[config.mk]
export PLATFORM = sky130hd
export DESIGN_NAME = jas_elastic_buffer
export DESIGN_NICKNAME = d
export VERILOG_FILES = /design/src/rtl/jas_pkg.sv /design/src/rtl/jas_store_mem.sv /design/src/rtl/jas_read_pacer.sv /design/src/rtl/jas_flag_unit.sv /design/src/rtl/jas_elastic_buffer.sv
export SDC_FILE = /design/constraint.sdc
export NUM_CORES = 1
export LEC_CHECK = 0
export ABC_AREA = 0
export BUFFER_PORTS_ARGS = -buffer_cell sky130_fd_sc_hd__buf_2
export CAP_MARGIN = 10
export CORE_MARGIN = 2
export CORE_UTILIZATION = 40
export CTS_BUF_LIST = sky130_fd_sc_hd__clkbuf_4 sky130_fd_sc_hd__clkbuf_8
export DETAILED_ROUTE_END_ITERATION = 10
export HOLD_SLACK_MARGIN = 0.15
export PLACE_DENSITY = 0.64
export SLEW_MARGIN = 10
export SYNTH_ARGS = -nofsm -noshare
export SYNTH_HDL_FRONTEND = slang
export SYNTH_SLANG_ARGS = --single-unit
[constraint.sdc]
create_clock -name clk -period 3.8 [get_ports clk]
set_input_delay 0.76 -clock clk [delete_from_list [all_inputs] [get_ports clk]]
set_output_delay 0.76 -clock clk [all_outputs]
set_load 0.02 [all_outputs]
[src/rtl/jas_pkg.sv]
package jas_pkg;
    typedef enum logic [1:0] {
        ST_PASS    = 2'd0,
        ST_NOMINAL = 2'd1,
        ST_HURRY   = 2'd2,
        ST_LINGER  = 2'd3
    } pace_state_t;

    typedef struct packed {
        logic pos;
        logic neg;
    } sym_t;
endpackage

[src/rtl/jas_store_mem.sv]
module jas_store_mem
    import jas_pkg::*;
#(
    parameter int MAX_DEPTH = 64
) (
    input  logic                        clk,
    input  logic                        rst_n,
    input  logic                        reinit,
    input  logic [$clog2(MAX_DEPTH):0]  depth,
    input  logic                        wr_en,
    input  sym_t                        wr_sym,
    input  logic                        rd_en,
    output sym_t                        rd_sym,
    output logic                        rd_empty,
    output logic                        ovf_evt,
    output logic                        unf_evt,
    output logic [$clog2(MAX_DEPTH):0]  fill
);
    localparam int PTR_W = $clog2(MAX_DEPTH);
    localparam int CNT_W = PTR_W + 1;

    sym_t             mem [MAX_DEPTH];
    logic [PTR_W-1:0] wr_ptr, rd_ptr;
    logic [CNT_W-1:0] half;
    logic             do_wr, do_rd;

    function automatic logic [PTR_W-1:0] bump(input logic [PTR_W-1:0] p,
                                              input logic [CNT_W-1:0] d);
        return ({1'b0, p} == d - CNT_W'(1)) ? '0 : p + PTR_W'(1);
    endfunction

    assign half     = depth >> 1;
    assign rd_empty = (fill == '0);
    assign do_rd    = rd_en && !rd_empty;
    assign do_wr    = wr_en && ((fill < depth) || do_rd);
    assign ovf_evt  = wr_en && !do_wr && !reinit;
    assign unf_evt  = rd_en && rd_empty && !reinit;
    assign rd_sym   = mem[rd_ptr];

    always_ff @(posedge clk) begin
        if (!rst_n || reinit) begin
            for (int i = 0; i < MAX_DEPTH; i++) mem[i] <= '0;
            wr_ptr <= half[PTR_W-1:0];
            rd_ptr <= '0;
            fill   <= half;
        end else begin
            if (do_wr) begin
                mem[wr_ptr] <= wr_sym;
                wr_ptr      <= bump(wr_ptr, depth);
            end
            if (do_rd) rd_ptr <= bump(rd_ptr, depth);
            fill <= fill + CNT_W'(do_wr) - CNT_W'(do_rd);
        end
    end

    assert_fill_bound_R1: assert property (@(posedge clk) disable iff (!rst_n || reinit)
        fill <= depth);
    assert_drop_keeps_ptr_R2: assert property (@(posedge clk) disable iff (!rst_n)
        (wr_en && !rd_en && fill == depth && !reinit) |=> $stable(wr_ptr));
endmodule

[src/rtl/jas_read_pacer.sv]
module jas_read_pacer
    import jas_pkg::*;
#(
    parameter int OVS   = 8,
    parameter int GUARD = 2,
    parameter int CNT_W = 7
) (
    input  logic             clk,
    input  logic             rst_n,
    input  logic             enable,
    input  logic             reinit,
    input  logic [CNT_W-1:0] fill,
    input  logic [CNT_W-1:0] depth,
    output logic             tick,
    output pace_state_t      state
);
    localparam int PH_W = $clog2(OVS + 1);

    pace_state_t     state_nx;
    logic [PH_W-1:0] ph, lim;
    logic            near_full, near_empty;

    assign near_full  = fill >= depth - CNT_W'(GUARD);
    assign near_empty = fill <= CNT_W'(GUARD);

    always_comb begin
        state_nx = state;
        unique case (state)
            ST_PASS:    if (enable) state_nx = ST_NOMINAL;
            ST_NOMINAL,
            ST_HURRY,
            ST_LINGER: begin
                if (!enable)         state_nx = ST_PASS;
                else if (near_full)  state_nx = ST_HURRY;
                else if (near_empty) state_nx = ST_LINGER;
                else                 state_nx = ST_NOMINAL;
            end
        endcase
    end

    always_ff @(posedge clk) begin
        if (!rst_n) state <= ST_PASS;
        else        state <= state_nx;
    end

    always_comb begin
        unique case (state)
            ST_HURRY:  lim = PH_W'(OVS - 2);
            ST_LINGER: lim = PH_W'(OVS);
            default:   lim = PH_W'(OVS - 1);
        endcase
        tick = enable && !reinit && (state != ST_PASS) && (ph >= lim);
    end

    always_ff @(posedge clk) begin
        if (!rst_n || reinit || state == ST_PASS || tick) ph <= '0;
        else                                              ph <= ph + PH_W'(1);
    end

    assert_no_double_tick_R4: assert property (@(posedge clk) disable iff (!rst_n)
        tick |=> !tick);
    assert_phase_bound_R6: assert property (@(posedge clk) disable iff (!rst_n)
        ph <= PH_W'(OVS));
endmodule

[src/rtl/jas_flag_unit.sv]
module jas_flag_unit (
    input  logic clk,
    input  logic rst_n,
    input  logic reinit,
    input  logic ovf_evt,
    input  logic unf_evt,
    input  logic clr,
    input  logic ovf_mask,
    input  logic unf_mask,
    output logic ovf_flag,
    output logic unf_flag,
    output logic irq
);
    always_ff @(posedge clk) begin
        if (!rst_n || reinit) begin
            ovf_flag <= 1'b0;
            unf_flag <= 1'b0;
        end else begin
            if (ovf_evt)  ovf_flag <= 1'b1;
            else if (clr) ovf_flag <= 1'b0;
            if (unf_evt)  unf_flag <= 1'b1;
            else if (clr) unf_flag <= 1'b0;
        end
    end

    assign irq = (ovf_flag && !ovf_mask) || (unf_flag && !unf_mask);

    assert_ovf_cause_R2: assert property (@(posedge clk) disable iff (!rst_n)
        $rose(ovf_flag) |-> $past(ovf_evt));
    assert_unf_cause_R3: assert property (@(posedge clk) disable iff (!rst_n)
        $rose(unf_flag) |-> $past(unf_evt));
    assert_ovf_hold_R7: assert property (@(posedge clk) disable iff (!rst_n)
        (ovf_flag && !clr && !reinit) |=> ovf_flag);
    assert_unf_hold_R7: assert property (@(posedge clk) disable iff (!rst_n)
        (unf_flag && !clr && !reinit) |=> unf_flag);
endmodule

[src/rtl/jas_elastic_buffer.sv]
module jas_elastic_buffer
    import jas_pkg::*;
#(
    parameter int MAX_DEPTH   = 64,
    parameter int SMALL_DEPTH = 32,
    parameter int OVS         = 8,
    parameter int GUARD       = 2
) (
    input  logic clk,
    input  logic rst_n,
    input  logic enable,
    input  logic deep_sel,
    input  logic wr_stb,
    input  logic wr_pos,
    input  logic wr_neg,
    input  logic stat_rd,
    input  logic ovf_mask,
    input  logic unf_mask,
    output logic rd_stb,
    output logic rd_pos,
    output logic rd_neg,
    output logic ovf_flag,
    output logic unf_flag,
    output logic irq
);
    localparam int CNT_W = $clog2(MAX_DEPTH) + 1;

    logic [1:0]       cfg_q;
    logic             reinit, tick, empty, ovf_evt, unf_evt;
    logic [CNT_W-1:0] depth, fill;
    sym_t             rd_sym, wr_sym;
    pace_state_t      state;

    assign depth  = deep_sel ? CNT_W'(MAX_DEPTH) : CNT_W'(SMALL_DEPTH);
    assign reinit = rst_n && ({enable, deep_sel} != cfg_q);
    assign wr_sym = '{pos: wr_pos, neg: wr_neg};

    always_ff @(posedge clk) begin
        cfg_q <= {enable, deep_sel};
    end

    jas_store_mem #(.MAX_DEPTH(MAX_DEPTH)) mem_i (
        .clk(clk), .rst_n(rst_n), .reinit(reinit), .depth(depth),
        .wr_en(wr_stb && enable), .wr_sym(wr_sym), .rd_en(tick),
        .rd_sym(rd_sym), .rd_empty(empty), .ovf_evt(ovf_evt),
        .unf_evt(unf_evt), .fill(fill)
    );

    jas_read_pacer #(.OVS(OVS), .GUARD(GUARD), .CNT_W(CNT_W)) pacer_i (
        .clk(clk), .rst_n(rst_n), .enable(enable), .reinit(reinit),
        .fill(fill), .depth(depth), .tick(tick), .state(state)
    );

    jas_flag_unit flag_i (
        .clk(clk), .rst_n(rst_n), .reinit(reinit), .ovf_evt(ovf_evt),
        .unf_evt(unf_evt), .clr(stat_rd), .ovf_mask(ovf_mask),
        .unf_mask(unf_mask), .ovf_flag(ovf_flag), .unf_flag(unf_flag), .irq(irq)
    );

    always_ff @(posedge clk) begin
        if (!rst_n) begin
            rd_stb <= 1'b0;
            rd_pos <= 1'b0;
            rd_neg <= 1'b0;
        end else if (!enable) begin
            rd_stb <= wr_stb;
            rd_pos <= wr_pos;
            rd_neg <= wr_neg;
        end else begin
            rd_stb <= tick;
            rd_pos <= tick && !empty && rd_sym.pos;
            rd_neg <= tick && !empty && rd_sym.neg;
        end
    end

    assert_bypass_echo_R9: assert property (@(posedge clk) disable iff (!rst_n)
        (!enable && wr_stb) |=> rd_stb);
    assert_empty_zero_R3: assert property (@(posedge clk) disable iff (!rst_n)
        (tick && empty) |=> (rd_stb && !rd_pos && !rd_neg));
    assert_pass_state_R9: assert property (@(posedge clk) disable iff (!rst_n)
        tick |-> state != ST_PASS);
endmodule

Word level (Yosys, flattened, before mapping)
Memory sizes are Yosys's and may differ from the RTL's. A register that Yosys moved wholly into a read port is not among the register bits.
Cells that the tools add are included.
- reduce and logical (&&, ||, !) cells: 34
- eq/ne operators: 7
- multiplexer cells: 28
- magnitude comparators: 4
- $add $sub $neg: 7
- operators by type and width (kind ; number):
    $mux W6 ; 8
    $logic_and A1 B1 Y1 ; 15
    $eq A6 B7 Y1 ; 2
    $add A6 B1 Y6 const B ; 2
    $mux W1 ; 12
    $mux W2 ; 5
    $pmux W4 S2 ; 1
    $reduce_bool A2 Y1 ; 4
    $add A7 B1 Y7 ; 1
    $ge A7 B7 Y1 ; 1
    $le A7 B2 Y1 const B ; 1
    $logic_not A7 Y1 ; 1
    $lt A7 B7 Y1 ; 1
    $mux W7 ; 1
    $sub A7 B1 Y7 ; 1
    $sub A7 B1 Y7 const B ; 1
    $sub A7 B2 Y7 const B ; 1
    $logic_not A1 Y1 ; 6
    $logic_or A1 B1 Y1 ; 5
    $add A4 B1 Y4 const B ; 1
    $eq A2 B2 Y1 const B ; 2
    $ge A4 B4 Y1 ; 1
    $pmux W2 S2 ; 1
    $reduce_or A3 Y1 ; 1
    other kinds (5) ; 5
- memories: 1
- RAM bits: 128
- flip-flop bits (word level): 32
- input bits: 10
- output and inout port bits: 6
- memories (memory ; words ; bits a word ; rd ports ; clocked after Yosys merged registers in ; write ports ; line ; text):
    mem_i.mem ; 64 ; 2 ; 1 ; 1 ; 64 ; jas_store_mem.sv:22 ; sym_t mem [MAX_DEPTH];

Longest topological paths before layout
Gate-level depths: netlist of the first run.
- depth after elaboration: 14
- gate-level depth with buffers: 17
- gate-level depth less buffers: 17

By module
A second synthesis of the first run with hierarchy kept.
- cell total of the unflattened synthesis: 780
- area, all modules: 9151.3 um2
- by module, submodules not included (module ; area an instance (um2) ; times used ; seq. area each (um2) ; cells an instance):
    jas_store_mem ; 8236.6 ; 1 ; 4404.2 ; 684
    jas_read_pacer ; 590.6 ; 1 ; 120.1 ; 64
    jas_elastic_buffer ; 212.7 ; 1 ; 100.1 ; 20
    jas_flag_unit ; 111.4 ; 1 ; 40.0 ; 12

Worst setup path after synthesis of the first run
Ideal clock, no wire load.
- path kind: input to register
- from: input deep_sel
- to: register mem_i.fill[6]
- path slack: 0.311 ns
- setup time: 0.072 ns
- data required time: 3.728 ns
- arrival: 3.418 ns
- stages: 15
- path through: buf_6 > xnor2_4 > a21boi_2 > or4_4 > nor2_1 > ha_1 > inv_1 > ha_1 > fa_1 > nand2b_1 > a21oi_1 > o21bai_1 > a21oi_1 > or3_1 > a21oi_1
- cells in the longest elaborated chain, start to end: 11
- elaborated cells between the ends (all ways): 14
- RTL lines (element ; line ; text):
    start, declared ; jas_elastic_buffer.sv:12 ; input logic deep_sel,
    $ne A2 B2 Y1 * ; jas_elastic_buffer.sv:35 ; assign reinit = rst_n && ({enable, deep_sel} != cfg_q);
    $logic_and A1 B1 Y1 * ; jas_elastic_buffer.sv:35 ;
    $logic_not A1 Y1 * ; jas_read_pacer.sv:52 ; tick = enable && !reinit && (state != ST_PASS) && (ph >= lim);
    $logic_and A1 B1 Y1 * (3 in a row) ; jas_read_pacer.sv:52 ;
    $logic_and A1 B1 Y1 * ; jas_store_mem.sv:34 ; assign do_rd = rd_en && !rd_empty;
    named net mem_i.do_rd ; jas_store_mem.sv:25 ; logic do_wr, do_rd;
    $logic_or A1 B1 Y1 ; jas_store_mem.sv:35 ; assign do_wr = wr_en && ((fill < depth) || do_rd);
    $logic_and A1 B1 Y1 ; jas_store_mem.sv:35 ;
    $add A7 B1 Y7 ; jas_store_mem.sv:52 ; fill <= fill + CNT_W'(do_wr) - CNT_W'(do_rd);
    $sub A7 B1 Y7 * ; jas_store_mem.sv:52 ;
    end signal, assigned ; jas_store_mem.sv:45 ; fill <= half;
    end signal, assigned ; jas_store_mem.sv:52 ;
    end, declared ; jas_store_mem.sv:17 ; output logic [$clog2(MAX_DEPTH):0] fill
The timed path passes the listed nets; every way through them passes the cells marked *.
A chain may end at the register's enable or synchronous reset.

Worst setup path after layout of the first run
- from: register pacer_i.state[1]
- to: register mem_i.fill[6]
- cells in the longest elaborated chain, start to end: 9
- elaborated cells between the ends (all ways): 12
- RTL lines (element ; line ; text):
    start, declared ; jas_read_pacer.sv:15 ; output pace_state_t state
    start signal, assigned ; jas_read_pacer.sv:43 ; else state <= state_nx;
    $eq A2 B2 Y1 ; jas_read_pacer.sv:47 ; unique case (state)
    $pmux W4 S2 ; jas_read_pacer.sv:47 ;
    $ge A4 B4 Y1 ; jas_read_pacer.sv:52 ;
    $logic_and A1 B1 Y1 * ; jas_read_pacer.sv:52 ;
    $logic_and A1 B1 Y1 * ; jas_store_mem.sv:34 ;
    named net mem_i.do_rd ; jas_store_mem.sv:25 ;
    $logic_or A1 B1 Y1 ; jas_store_mem.sv:35 ;
    $logic_and A1 B1 Y1 ; jas_store_mem.sv:35 ;
    $add A7 B1 Y7 ; jas_store_mem.sv:52 ;
    $sub A7 B1 Y7 * ; jas_store_mem.sv:52 ;
Marks and branches as above.

==> Implementation_results.wiki, run 1 <==
{| class="wikitable"
! Metric !! Value
|-
| Switching power as a share of total power || 0.263
|-
| Bufs on Longest Clock Path || 2
|-
| Compound-Gate Fraction of Synth Area || 0.0857
|-
| Setup TNS || 0 ns
|-
| Buffers on Ports || 15
|-
| Overall overflow remaining after global route || 0
|-
| Via count of the first global-routing pass || 5,510
|-
| Synth Area in Adders || 0.0386
|-
| Ordered list of cells on the worst path || inv_1 -> ha_1 -> nand2b_1 -> a2111oi_2 -> or4_4 -> nor2_1 -> ha_1 -> inv_1 -> ha_1 -> fa_1 -> nand2b_1 -> a21oi_1 -> o21bai_1 -> a21oi_1 -> or3_1 -> a21oi_1
|-
| Portion of synthesized cell area occupied by the leading cell type || 0.485
|-
| Gate Count Post-Synth || 709
|-
| Pin count of the biggest net entering global routing || 40
|-
| Number of cells on the worst reg-to-reg path || 16
|-
| Post-synthesis cell type count || 59
|-
| Setup violators final || 0
|-
| Switching component of the power || 0.000934 W
|-
| Hold Path End || pacer_i.ph[0]
|-
| Pint || 0.00262 W
|-
| TritonCTS Buffers || 17
|-
| Hold crit path type || reg -> reg
|-
| Required time at the endpoint of the critical path || around 4.2 ns
|-
| Top Family by Delay on Critical Path || adder cells
|-
| M3 GR Usage || 0.0330
|-
| X dimension of the die || about 150 um
|-
| Area of the mapped netlist || 8290 sq um
|-
| Slowest cell on crit path || a2111oi_2
|-
| Antenna diode instance count || 0
|-
| Actual transition at the worst max-transition pin || 0.864 ns
|-
| Met1 Track Usage GR || 0.247
|-
| Endpoint type of the worst setup path || flop
|-
| Worst path depth || 16
|-
| Destination of the worst register-to-register timing path || mem_i.fill[6]
|-
| Max-slew headroom at the worst pin || 0.424
|-
| Total Power || about 0.0036 W
|-
| Y dimension of the die || 148 um
|-
| Largest family of logic cells by synthesized area || simple AND/OR/NAND/NOR gates
|-
| Routed wirelength normalized by instance count || 19.9 um
|-
| Total routing resource utilization after global routing || 0.191
|-
| Flip-flop and latch count after synthesis || 166
|-
| Leading cell types by total area after synthesis || edfxtp_1 (49%), mux4_2 (7.9%), dfxtp_1 (7.7%), nor2_1 (7.6%), ha_1 (3.6%)
|-
| Post-synth ARST share || 0
|-
| Root buffer selected by CTS || clkbuf_8
|-
| Final count of pins violating max slew || 0
|-
| Met2 GRT Util || 0.312
|-
| Fin crit share || 0.901
|-
| Peak per-stage delay on the critical path || 0.42 ns
|-
| Sequential group share of total power || 0.590
|-
| H-tree levels || 4
|-
| Part of the power in combinational logic || 0.086
|-
| HP Start || pacer_i.ph[0]
|-
| Fraction of layout cells with a size suffix above 1 || 0.150
|-
| Total number of yosys warnings || 0
|-
| Detailed-route wire length || 19,700 um
|-
| Area of the die || 21,900 sq um
|-
| FP Rows || 52
|-
| Layout-stage area growth over the synthesis result || 6.97%
|-
| EDFF count, synth || 134
|-
| Layer carrying the most global-route usage || met2
|-
| Startpoint of the worst register-to-register path || pacer_i.state[1]
|-
| Multiplexer fraction of the synthesized cell area || 0.0896
|-
| Final-layout worst hold slack || 0.479 ns
|-
| Max-cap violations || 0
|-
| Setup repair after global routing missed its margin || no
|-
| Top-level I/O count || 16
|-
| Biggest area consumer among synthesized cells || edfxtp_1
|-
| Static leakage || 3.08 nW
|-
| Area of the core || 20,300 sq um
|-
| Post-Syn Nets || 744
|-
| Slack of the worst reg-to-reg path || 0.37 ns
|-
| Min Clock Period, post-route || 3.43 ns
|-
| Final ANT Viol Nets || 0
|-
| Post-Synth XOR/XNOR Area || 0.0213
|-
| Category of the critical setup timing path || reg -> reg
|-
| CTS clk-pin slew, worst paths || 0.09 ns
|-
| Post-route core utilization || 0.437
|-
| Wire length of the first global-routing pass || 31,000 um
|-
| Critical path launch point type || flop
|-
| Dpl hpwl || about 13,000 um
|-
| Hold violation total from the final report || 0
|-
| Worst Hold Depth || 1
|-
| Clock group share of total power || 0.324
|-
| CTS tree || built
|-
| Status || finished clean
|-
| Placer's final routability congestion estimate || 0.826
|-
| Via count || 5,552
|-
| Largest fanout on the critical path || 5
|-
| Critical path arrival || 3.80 ns
|-
| Antenna violations before repair || 0
|-
| Total DRC errors in the routed layout || 0
|-
| Clk sink count || ~170
|-
| CP Buf/Inv Count || 2
|-
| Number of search-and-repair iterations in the first detailed-routing pass || 5
|-
| Share of synthesized area occupied by flip-flops and latches || 0.562
|-
| Clock Latency Late Sink || 0.47 ns
|-
| Drt first-iter violations || 607
|-
| P per Cell Area || 401 nW/um^2
|-
| Synth Area in Simple Gates || 0.156
|-
| Ratio of routed vias to standard cells || ~5.6
|-
| Synthesized area per cell || around 12 sq um
|-
| Effective utilization at floorplan || 0.409
|-
| Worst Clk Skew || ~0.014 ns
|-
| Top flip-flop cell by instance count after synthesis || edfxtp_1
|-
| Count of nets after finishing || 743
|-
| IR drop worst, VDD || approximately 240 uV
|-
| Buffers inserted by post-CTS timing repair || 0
|-
| Max frequency || between 200 and 300 MHz
|}
[worst register-to-register path, cell delays in order (launching register included)]
cell and delay [ns]:
dfxtp_1 0.38, inv_1 0.06, ha_1 0.27, nand2b_1 0.15
a2111oi_2 0.42, or4_4 0.25, nor2_1 0.07, ha_1 0.28
inv_1 0.04, ha_1 0.21, fa_1 0.40, nand2b_1 0.09
a21oi_1 0.08, o21bai_1 0.12, a21oi_1 0.09, or3_1 0.31
a21oi_1 0.15
[worst max path at each step]
stage                          start            end  slack (ns)
finish              pacer_i.state[1]  mem_i.fill[6]        0.37
global route           pacer_i.ph[0]  mem_i.fill[6]        0.13
detailed placement  pacer_i.state[1]  mem_i.fill[6]        0.22
floorplan                   deep_sel  mem_i.fill[6]        0.31
global placement    pacer_i.state[1]  mem_i.fill[6]        0.29
CTS                 pacer_i.state[1]  mem_i.fill[6]        0.20
[flip-flops by register name, summed over array words and instances (netlist names), named ones only]
register         cells
rd_stb               1
mem_i.rd_ptr         6
mem_i.wr_ptr         6
rd_pos               1
flag_i.ovf_flag      1
pacer_i.ph           4
mem_i.mem          128
flag_i.unf_flag      1
mem_i.fill           7
rd_neg               1
pacer_i.state        2
cfg_q                2
[cells in the mapped netlist, drive strengths merged, types with 11 or more instances]
library cell,n
inv,28
nand3,20
o21ai,73
a21oi,12
dfxtp,32
mux4,29
xnor2,11
ha,24
buf,26
edfxtp,134
clkbuf,20
nand2,31
nor2,168
[power by group through the flow]
| stage | Combinational [W] | Sequential (W) | Clock, W |
|---|---|---|---|
| after detailed placement | 0.000302 | 0.00214 | 0 |
| final | 0.000305 | 0.00210 | 0.00115 |
| after global placement | 0.000297 | 0.00214 | 0 |
| after global routing | 0.000332 | 0.00211 | 0.00124 |
| after floorplan | 0.000247 | 0.00211 | 0 |
| after CTS | 0.000303 | 0.00210 | 0.00116 |
[per-layer routing]
layer | wire length [um] | part of all wire | vias to the layer above
met4 | 715 | 0.036 | 0
met2 | 9830 | 0.50 | 239
met1 | 7810 | 0.40 | 2706
met5 | 0 | 0 | -
li1 | - | - | 2553
met3 | 1340 | 0.068 | 54
[timing repair]
item                       in CTS  in global routing
hold endpoints to repair        0                  0
hold buffers                    0                  0
resized for setup               0                  2
setup endpoints to repair       0                  1
[final cells by class]
class                      count  area, sq um
clock buffer                  19          249
clock inverter                13          100
fill                        1943        11400
inverter                      28          105
multi-input combinational    469         3250
sequential                   166         4670
tap                          270          338
timing repair buffer          26          158
[stage by stage]
stage / area [sq um] / instances / setup WS [ns]
finish: 8870 / 991 / 0.374
global route: 8870 / 991 / 0.127
CTS: 8860 / 991 / 0.198
detailed placement: 8520 / 959 / 0.218
global placement: 8520 / 959 / 0.289
floorplan: 8290 / 709 / 0.311
[cells in the final DEF (no fill, tap or decap), types with 12 or more instances in the layout]
master    count
nor2_1      168
edfxtp_1    134
o21ai_1      48
nand2_1      31
dfxtp_1      30
mux4_2       29
inv_1        28
o21ai_0      25
ha_1         24
clkbuf_8     17
buf_2        15
a21oi_1      12
[cell families (layout without fill, tap and decap cells)]
family | after synthesis | after routing
flip-flops | 166 | 166
adder cells (fa/ha/maj) | 25 | 25
buffers and inverters | 74 | 86
AND/OR/NAND/NOR | 270 | 270
AO/OA/AOI/OAI | 118 | 118
XOR/XNOR | 18 | 18
multiplexers | 38 | 38
(Power assumes the default switching activity.)
==> run 2: changes to the inputs <==
==> constraint.sdc (replaced) <==
create_clock -name clk -period 3.5 [get_ports clk]
set_input_delay 0.7 -clock clk [delete_from_list [all_inputs] [get_ports clk]]
set_output_delay 0.7 -clock clk [all_outputs]
set_load 0.02 [all_outputs]
==> Implementation_results.wiki, run 2 (synthesis gave the netlist of run 1 again) <==
{| class="wikitable"
! Metric !! Value
|-
| Status || finished clean
|-
| Total DRC errors in the routed layout || 0 (unchanged)
|-
| Y dimension of the die || 148 um (unchanged)
|-
| Max-slew headroom at the worst pin || 0.471 (+0.0469)
|-
| Total routing resource utilization after global routing || 0.190 (-0.000814)
|-
| Top-level I/O count || 16 (unchanged)
|-
| Max-cap violations || 0 (unchanged)
|-
| Top Family by Delay on Critical Path || simple AND/OR/NAND/NOR gates
|-
| Hold Buf Count CTS || 0 (unchanged)
|-
| P per Cell Area || 445 nW/um^2 (+11%)
|-
| Area of the die || 21,900 sq um (unchanged)
|-
| Antenna violations before repair || 0 (unchanged)
|-
| Ratio of routed vias to standard cells || 5.50 (-1.8%)
|-
| Commonest cells after routing, fill and taps aside || nor2_1 (167), edfxtp_1 (134), o21ai_1 (48), nand2_1 (31)
|-
| Critical path launch point type || flop
|-
| IR drop worst, VDD || 262 uV (+8.8%)
|-
| Critical path arrival || 3.65 ns (-0.15 ns)
|-
| Min Clock Period, post-route || 3.26 ns (-0.165 ns)
|-
| FP Rows || 52 (unchanged)
|-
| Clock Latency Late Sink || 0.46 ns (about the same)
|-
| Largest reg by FF count || mem_i.mem
|-
| Via count || 5,524 (-0.50%)
|-
| Area of the core || 20,300 sq um (unchanged)
|-
| Bufs on Longest Clock Path || 2 (unchanged)
|-
| Overall overflow remaining after global route || 0 (unchanged)
|-
| Dpl hpwl || 13,400 um (+1.8%)
|-
| Layout-stage area growth over the synthesis result || 9.01%
|-
| Number of filler instances in the final layout || 1,915 (-1.4%)
|-
| Final non-filler cell total || 1,004 (+1.3%)
|-
| Count of nets after finishing || 756 (+1.7%)
|-
| Setup violators final || 0 (unchanged)
|-
| Slowest cell on crit path || or4_4
|-
| CTS clk-pin slew, worst paths || 0.09 ns (about the same)
|-
| Final count of pins violating max slew || 0 (unchanged)
|-
| Max frequency || 307 MHz (+5.0%)
|-
| CP Buf/Inv Count || 3 (+1)
|-
| Wire length of the first global-routing pass || 31,100 um (+0.40%)
|-
| Effective utilization at floorplan || 0.409 (unchanged)
|-
| Category of the critical setup timing path || reg -> reg
|-
| Buffers on Ports || 15 (unchanged)
|-
| Ordered list of cells on the worst path || nand2_1 -> inv_1 -> ha_1 -> a2111oi_2 -> buf_4 -> or4_4 -> nor2_2 -> ha_1 -> inv_1 -> ha_1 -> fa_2 -> nand2b_1 -> a21oi_1 -> o21bai_1 -> a21oi_1 -> or3_1 -> a21oi_1
|-
| Actual transition at the worst max-transition pin || 0.794 ns (-0.0704 ns)
|-
| Buffers inserted by post-CTS timing repair || 0 (unchanged)
|-
| CTS tree || built
|-
| X dimension of the die || 148 um (unchanged)
|-
| Root buffer selected by CTS || clkbuf_8
|-
| Final-layout worst hold slack || 0.534 ns (+0.0547 ns)
|-
| Worst Clk Skew || 0.0103 ns (-0.00393 ns)
|-
| Hold violation total from the final report || 0 (unchanged)
|-
| Max reg flops || 128 (unchanged)
|-
| Antenna diode instance count || 0 (unchanged)
|-
| Via count of the first global-routing pass || 5,601 (+1.7%)
|-
| Largest fanout on the critical path || 4 (-1)
|-
| Placer's final routability congestion estimate || 0.817 (-1.0%)
|-
| Static leakage || 3.17 nW (+2.8%)
|-
| Number of search-and-repair iterations in the first detailed-routing pass || 5 (unchanged)
|-
| Drt first-iter violations || 564 (-7.1%)
|-
| Clk sink count || 166 (unchanged)
|-
| Routed wirelength normalized by instance count || 19.6 um (-1.3%)
|-
| Detailed-route wire length || 19,700 um (about the same)
|-
| H-tree levels || 4 (unchanged)
|-
| Number of gates given a new drive strength after cts || 0 (unchanged)
|-
| Pin count of the biggest net entering global routing || 32 (-20%)
|-
| Most common library cell in the layout ignoring fill and taps || nor2_1
|-
| Fraction of layout cells with a size suffix above 1 || 0.168 (+0.0178)
|-
| Peak per-stage delay on the critical path || 0.53 ns (+0.11 ns)
|-
| Number of instances in the placed design || 972 (+1.4%)
|-
| Largest registers || mem_i.mem: 128 flops, mem_i.fill: 7 flops
|-
| TritonCTS Buffers || 17 (unchanged)
|-
| Required time at the endpoint of the critical path || 3.89 ns (-0.29 ns)
|-
| Total Power || 0.00403 W (+13%)
|-
| Hold crit path type || reg -> reg
|-
| Fin crit share || 0.932 (+0.0302)
|-
| Final ANT Viol Nets || 0 (unchanged)
|-
| Endpoint type of the worst setup path || flop
|}
==> run 2: cell types whose count changed in the layout (fill, tap and decap cells not counted), sizes merged <==
| cell | change |
|---|---|
| buf | +13 |
| bufinv | +3 |
| inv | -3 |
| clkinv | +2 |
| clkbuf | -1 |
| clkinvlp | -1 |
==> run 2: worst register-to-register path, cell delays in order, from the launching register on <==
cell and delay, ns:
dfxtp_2 0.34, nand2_1 0.09, inv_1 0.06, ha_1 0.29
a2111oi_2 0.07, buf_4 0.14, or4_4 0.53, nor2_2 0.14
ha_1 0.14, inv_1 0.04, ha_1 0.21, fa_2 0.35
nand2b_1 0.08, a21oi_1 0.08, o21bai_1 0.12, a21oi_1 0.09
or3_1 0.30, a21oi_1 0.13
==> run 2: cell type report <==
| class | count | area, sq um | share of cell area |
|---|---|---|---|
| tap | 270 | 338 | 0.0374 |
| clock buffer | 18 | 241 | 0.0267 |
| inverter | 28 | 105 | 0.0116 |
| sequential | 166 | 4670 | 0.516 |
| timing repair buffer | 39 | 268 | 0.0296 |
| multi-input combinational | 469 | 3260 | 0.361 |
| clock inverter | 14 | 158 | 0.0174 |
==> run 2: report_power, final <==
| part | leakage (nW) | switching, W | internal, W |
|---|---|---|---|
| clock | 0.199 | 0.000699 | 0.000705 |
| combinational | 1.15 | 0.000228 | 0.000114 |
| sequential | 1.82 | 0.0000518 | 0.00223 |
| total | 3.17 | 0.000979 | 0.00305 |
==> run 2: stage by stage <==
stage | setup slack [ns] | instance area [sq um] | TNS, ns | util
2_1_floorplan | 0.0706 | 8290 | 0 | -
3_3_place_gp | 0.102 | 8630 | 0 | 0.425
3_5_place_dp | 0.0699 | 8630 | 0 | 0.425
4_1_cts | 0.0517 | 9020 | 0 | 0.445
5_1_grt | -0.000301 | 9040 | -0.000301 | 0.445
6_report | 0.239 | 9040 | 0 | 0.445
==> run 2: path summary, 6_finish.rpt <==
kind | startpoint | end | slack (ns) | cells past startpoint
worst max-delay path | pacer_i.state[1] | mem_i.fill[6] | 0.24 | 17
worst min-delay path | pacer_i.ph[0] | pacer_i.ph[0] | 0.53 | 2
worst max register to register | pacer_i.state[1] | mem_i.fill[6] | 0.24 | 17
worst min register to register | pacer_i.ph[0] | pacer_i.ph[0] | 0.53 | 2
==> run 2: metal layers <==
metal,GRT usage,up-vias,share of wire
li1,-,2573,-
met1,0.231,2711,0.41
met2,0.322,195,0.50
met3,0.0454,45,0.057
met4,0.0848,0,0.032
met5,0,-,0
==> run 3: changes to the inputs <==
--- a/config.mk
+++ b/config.mk
@@ -5,7 +5,7 @@
 export SDC_FILE = /design/constraint.sdc
 export NUM_CORES = 1
 export LEC_CHECK = 0
-export ABC_AREA = 0
+export ABC_AREA = 1
 export BUFFER_PORTS_ARGS = -buffer_cell sky130_fd_sc_hd__buf_2
 export CAP_MARGIN = 10
 export CORE_MARGIN = 2
==> Implementation_results.wiki, run 3 <==
{| class="wikitable"
! Metric !! Value
|-
| EDFF count, synth || 134 (unchanged)
|-
| Top-level I/O count || 16 (unchanged)
|-
| TritonCTS Buffers || 17 (unchanged)
|-
| Final count of pins violating max slew || 0 (unchanged)
|-
| Buffers inserted by post-CTS timing repair || 0 (unchanged)
|-
| Dpl ws || 0.249 ns (+0.179 ns)
|-
| Pin count of the biggest net entering global routing || 61 (+91%)
|-
| Final worst-path setup slack || 0.339 ns (+0.0997 ns)
|-
| Post-synth ARST share || 0 (unchanged)
|-
| Area of the mapped netlist || 9470 sq um (+14%)
|-
| Drt first-iter violations || 468 (-17%)
|-
| Effective utilization at floorplan || 0.406 (-0.00275)
|-
| Antenna violations before repair || 0 (unchanged)
|-
| Placer's final routability congestion estimate || 0.794 (-2.9%)
|-
| X dimension of the die || 158 um (+6.7%)
|-
| Top flip-flop cell by instance count after synthesis || edfxtp_1
|-
| Leading cell types by total area after synthesis || edfxtp_1 (43%), nand2_1 (8.6%), nor3_2 (7.3%), dfxtp_1 (6.8%), nand3_1 (6.3%)
|-
| Share of synthesized area occupied by flip-flops and latches || 0.493 (-0.0698)
|-
| P per Cell Area || 408 nW/um^2 (-8.3%)
|-
| Static leakage || 3.89 nW (+23%)
|-
| Actual transition at the worst max-transition pin || 0.909 ns (+0.115 ns)
|-
| Biggest area consumer among synthesized cells || edfxtp_1
|-
| Detailed-route wire length || 20,700 um (+5.1%)
|-
| Status || finished clean
|-
| CTS tree || built
|-
| Largest reg by FF count || mem_i.mem
|-
| Y dimension of the die || 158 um (+6.7%)
|-
| Setup violators final || 0 (unchanged)
|-
| Most common library cell in the layout ignoring fill and taps || nand2_1
|-
| Fin crit share || 0.903 (-0.0285)
|-
| Commonest cells after routing, fill and taps aside || nand2_1 (218), inv_1 (144), edfxtp_1 (134), nand3_1 (119), nor2_1 (73)
|-
| Final ANT Viol Nets || 0 (unchanged)
|-
| Area of the core || 23,300 sq um (+15%)
|-
| Setup TNS || 0 ns (unchanged)
|-
| Total routing resource utilization after global routing || 0.173 (-0.0164)
|-
| Post-synthesis cell type count || 42 (-29%)
|-
| HP Start || enable
|-
| Synthesized area per cell || 8.99 sq um (-23%)
|-
| Destination of the worst register-to-register timing path || mem_i.fill[6]
|-
| Final non-filler cell total || 1,369 (+36%)
|-
| Hold Path End || cfg_q[1]
|-
| Startpoint of the worst register-to-register path || pacer_i.state[1]
|-
| Total Power || 0.00415 W (+3.1%)
|-
| Slack of the worst reg-to-reg path || 0.34 ns (+0.10 ns)
|-
| Buffers on Ports || 15 (unchanged)
|-
| Number of gates given a new drive strength after cts || 0 (unchanged)
|-
| Max reg flops || 128 (unchanged)
|-
| Max-cap violations || 0 (unchanged)
|-
| Portion of synthesized cell area occupied by the leading cell type || 0.425 (-0.0602)
|-
| Number of cells on the worst reg-to-reg path || 21 (+4)
|-
| Total number of yosys warnings || 0 (unchanged)
|-
| Commonest cells post-synth || nand2_1 (218), inv_1 (144), edfxtp_1 (134), nand3_1 (119), nor2_1 (73)
|-
| Worst Hold Depth || 1 (-1)
|-
| Critical path launch point type || flop
|-
| Most repeated cell in the gate-level netlist after synthesis || nand2_1
|-
| Min Clock Period, post-route || 3.16 ns (-0.0997 ns)
|-
| Layout-stage area growth over the synthesis result || 7.31%
|-
| H-tree levels || 4 (unchanged)
|-
| Hold crit path type || in -> reg
|-
| Clk sink count || 166 (unchanged)
|-
| Number of search-and-repair iterations in the first detailed-routing pass || 7 (+2)
|-
| Ratio of routed vias to standard cells || 5.10 (-7.3%)
|-
| Overall overflow remaining after global route || 0 (unchanged)
|-
| Count of nets after finishing || 1,072 (+42%)
|-
| Via count of the first global-routing pass || 6,450 (+15%)
|-
| Area of the die || 24,900 sq um (+14%)
|-
| Hold violation total from the final report || 0 (unchanged)
|-
| Critical path arrival || 3.53 ns (-0.12 ns)
|-
| Clock Latency Late Sink || 0.47 ns (about the same)
|-
| Max frequency || 316 MHz (+3.2%)
|-
| Flip-flop and latch count after synthesis || 166 (unchanged)
|-
| First element of the critical path || pacer_i.state[1]
|-
| Setup repair after global routing missed its margin || no
|-
| Dpl hpwl || 13,900 um (+3.9%)
|-
| Post-Syn Nets || 1,088 (+46%)
|-
| Largest fanout on the critical path || 6 (+2)
|-
| Required time at the endpoint of the critical path || 3.87 ns (-0.02 ns)
|-
| Worst Clk Skew || 0.0143 ns (+0.00397 ns)
|-
| Hold Buf Count CTS || 0 (unchanged)
|-
| Number of instances in the placed design || 1,337 (+38%)
|-
| IR drop worst, VDD || 222 uV (-15%)
|-
| Root buffer selected by CTS || clkbuf_8
|-
| CTS clk-pin slew, worst paths || 0.09 ns (about the same)
|-
| Routed wirelength normalized by instance count || 15.1 um (-23%)
|-
| Antenna diode instance count || 0 (unchanged)
|-
| FP Rows || 56 (+7.7%)
|-
| Post-route core utilization || 0.435 (-0.00989)
|-
| Endpoint type of the worst setup path || flop
|-
| Gate Count Post-Synth || 1,053 (+49%)
|-
| Total DRC errors in the routed layout || 0 (unchanged)
|-
| Wire length of the first global-routing pass || 33,100 um (+6.3%)
|-
| Fraction of layout cells with a size suffix above 1 || 0.164 (-0.00377)
|-
| Max-slew headroom at the worst pin || 0.392 (-0.0784)
|-
| Via count || 6,979 (+26%)
|-
| Number of filler instances in the final layout || 2,282 (+19%)
|-
| Category of the critical setup timing path || reg -> reg
|-
| Largest registers || mem_i.mem: 128 flops, mem_i.fill: 7 flops
|-
| Bufs on Longest Clock Path || 2 (unchanged)
|}
run 3: changes by cell type after synthesis, moves of 14 or more:
cell / change
o21ai_0: +14
mux4_2: -29
nor2_1: -95
inv_1: +116
nor3_2: +69
nand2_1: +187
clkbuf_1: +24
nand3_1: +108
nor3_1: +30
o21ai_1: -31
run 3: logic make-up after synthesis:
logic type,after synthesis,synth area share
adders and majority gates,25,0.0338
buffers and inverters,217,0.0996
AOI/OAI and AO/OA,84,0.0467
xor gates and xnor gates,8,0.00819
DFF,166,0.493
and+or+nand+nor,553,0.319
run 3: worst max path at each step:
stage,to,slack (ns),depth (start not counted)
6_report,mem_i.fill[6],0.34,21
5_1_grt,mem_i.fill[6],0.006,21
4_1_cts,mem_i.fill[6],0.34,21
3_5_place_dp,mem_i.fill[6],0.25,18
3_3_place_gp,mem_i.fill[6],0.27,18
2_1_floorplan,mem_i.fill[6],0.37,18
run 3: worst max-delay path, cell delays in order, from the launching register on:
cell and delay [ns]:
dfxtp_1 0.33, nand2_1 0.09, inv_1 0.06, ha_1 0.31, inv_1 0.06, o21bai_1 0.06, nand3_1 0.07, nand3_1 0.15
nand4_4 0.15, clkinv_1 0.11, ha_1 0.28, inv_1 0.04, ha_1 0.22, fa_1 0.37, inv_1 0.07, nor2_1 0.05
nor2_1 0.07, o21ai_0 0.12, a21oi_1 0.15, o21bai_1 0.08, o21ai_0 0.15, a21oi_1 0.06
run 3: area by class of cell:
cell class / count / area, sq um / share of cell area
Sequential cell: 166 / 4670 / 0.459
Multi-Input combinational cell: 670 / 3860 / 0.380
Inverter: 150 / 566 / 0.0557
Tap cell: 319 / 399 / 0.0393
Clock buffer: 23 / 298 / 0.0293
Timing Repair Buffer: 32 / 248 / 0.0244
Clock inverter: 9 / 124 / 0.0122
run 3: stage by stage:
step / hold WS (ns) / area [sq um]
after floorplan: 0.430 / 9470
after global placement: 0.450 / 9710
after detailed placement: 0.455 / 9740
after CTS: 0.369 / 10200
after global routing: 0.380 / 10200
final: 0.387 / 10200
run 3: report_power, final:
part / switching (W) / internal, W / total [W]
Combinational: 0.000296 / 0.000106 / 0.000402
Clock: 0.000698 / 0.000784 / 0.00148
Sequential: 0.0000382 / 0.00223 / 0.00227
Total: 0.00103 / 0.00312 / 0.00415
run 3: per-layer routing:
layer / share of wire / track usage / vias to the layer above
met1: 0.45 / 0.226 / 3381
met4: 0.017 / 0.0554 / 0
met3: 0.034 / 0.0312 / 29
li1: - / - / 3444
met5: 0 / 0 / -
met2: 0.50 / 0.293 / 125
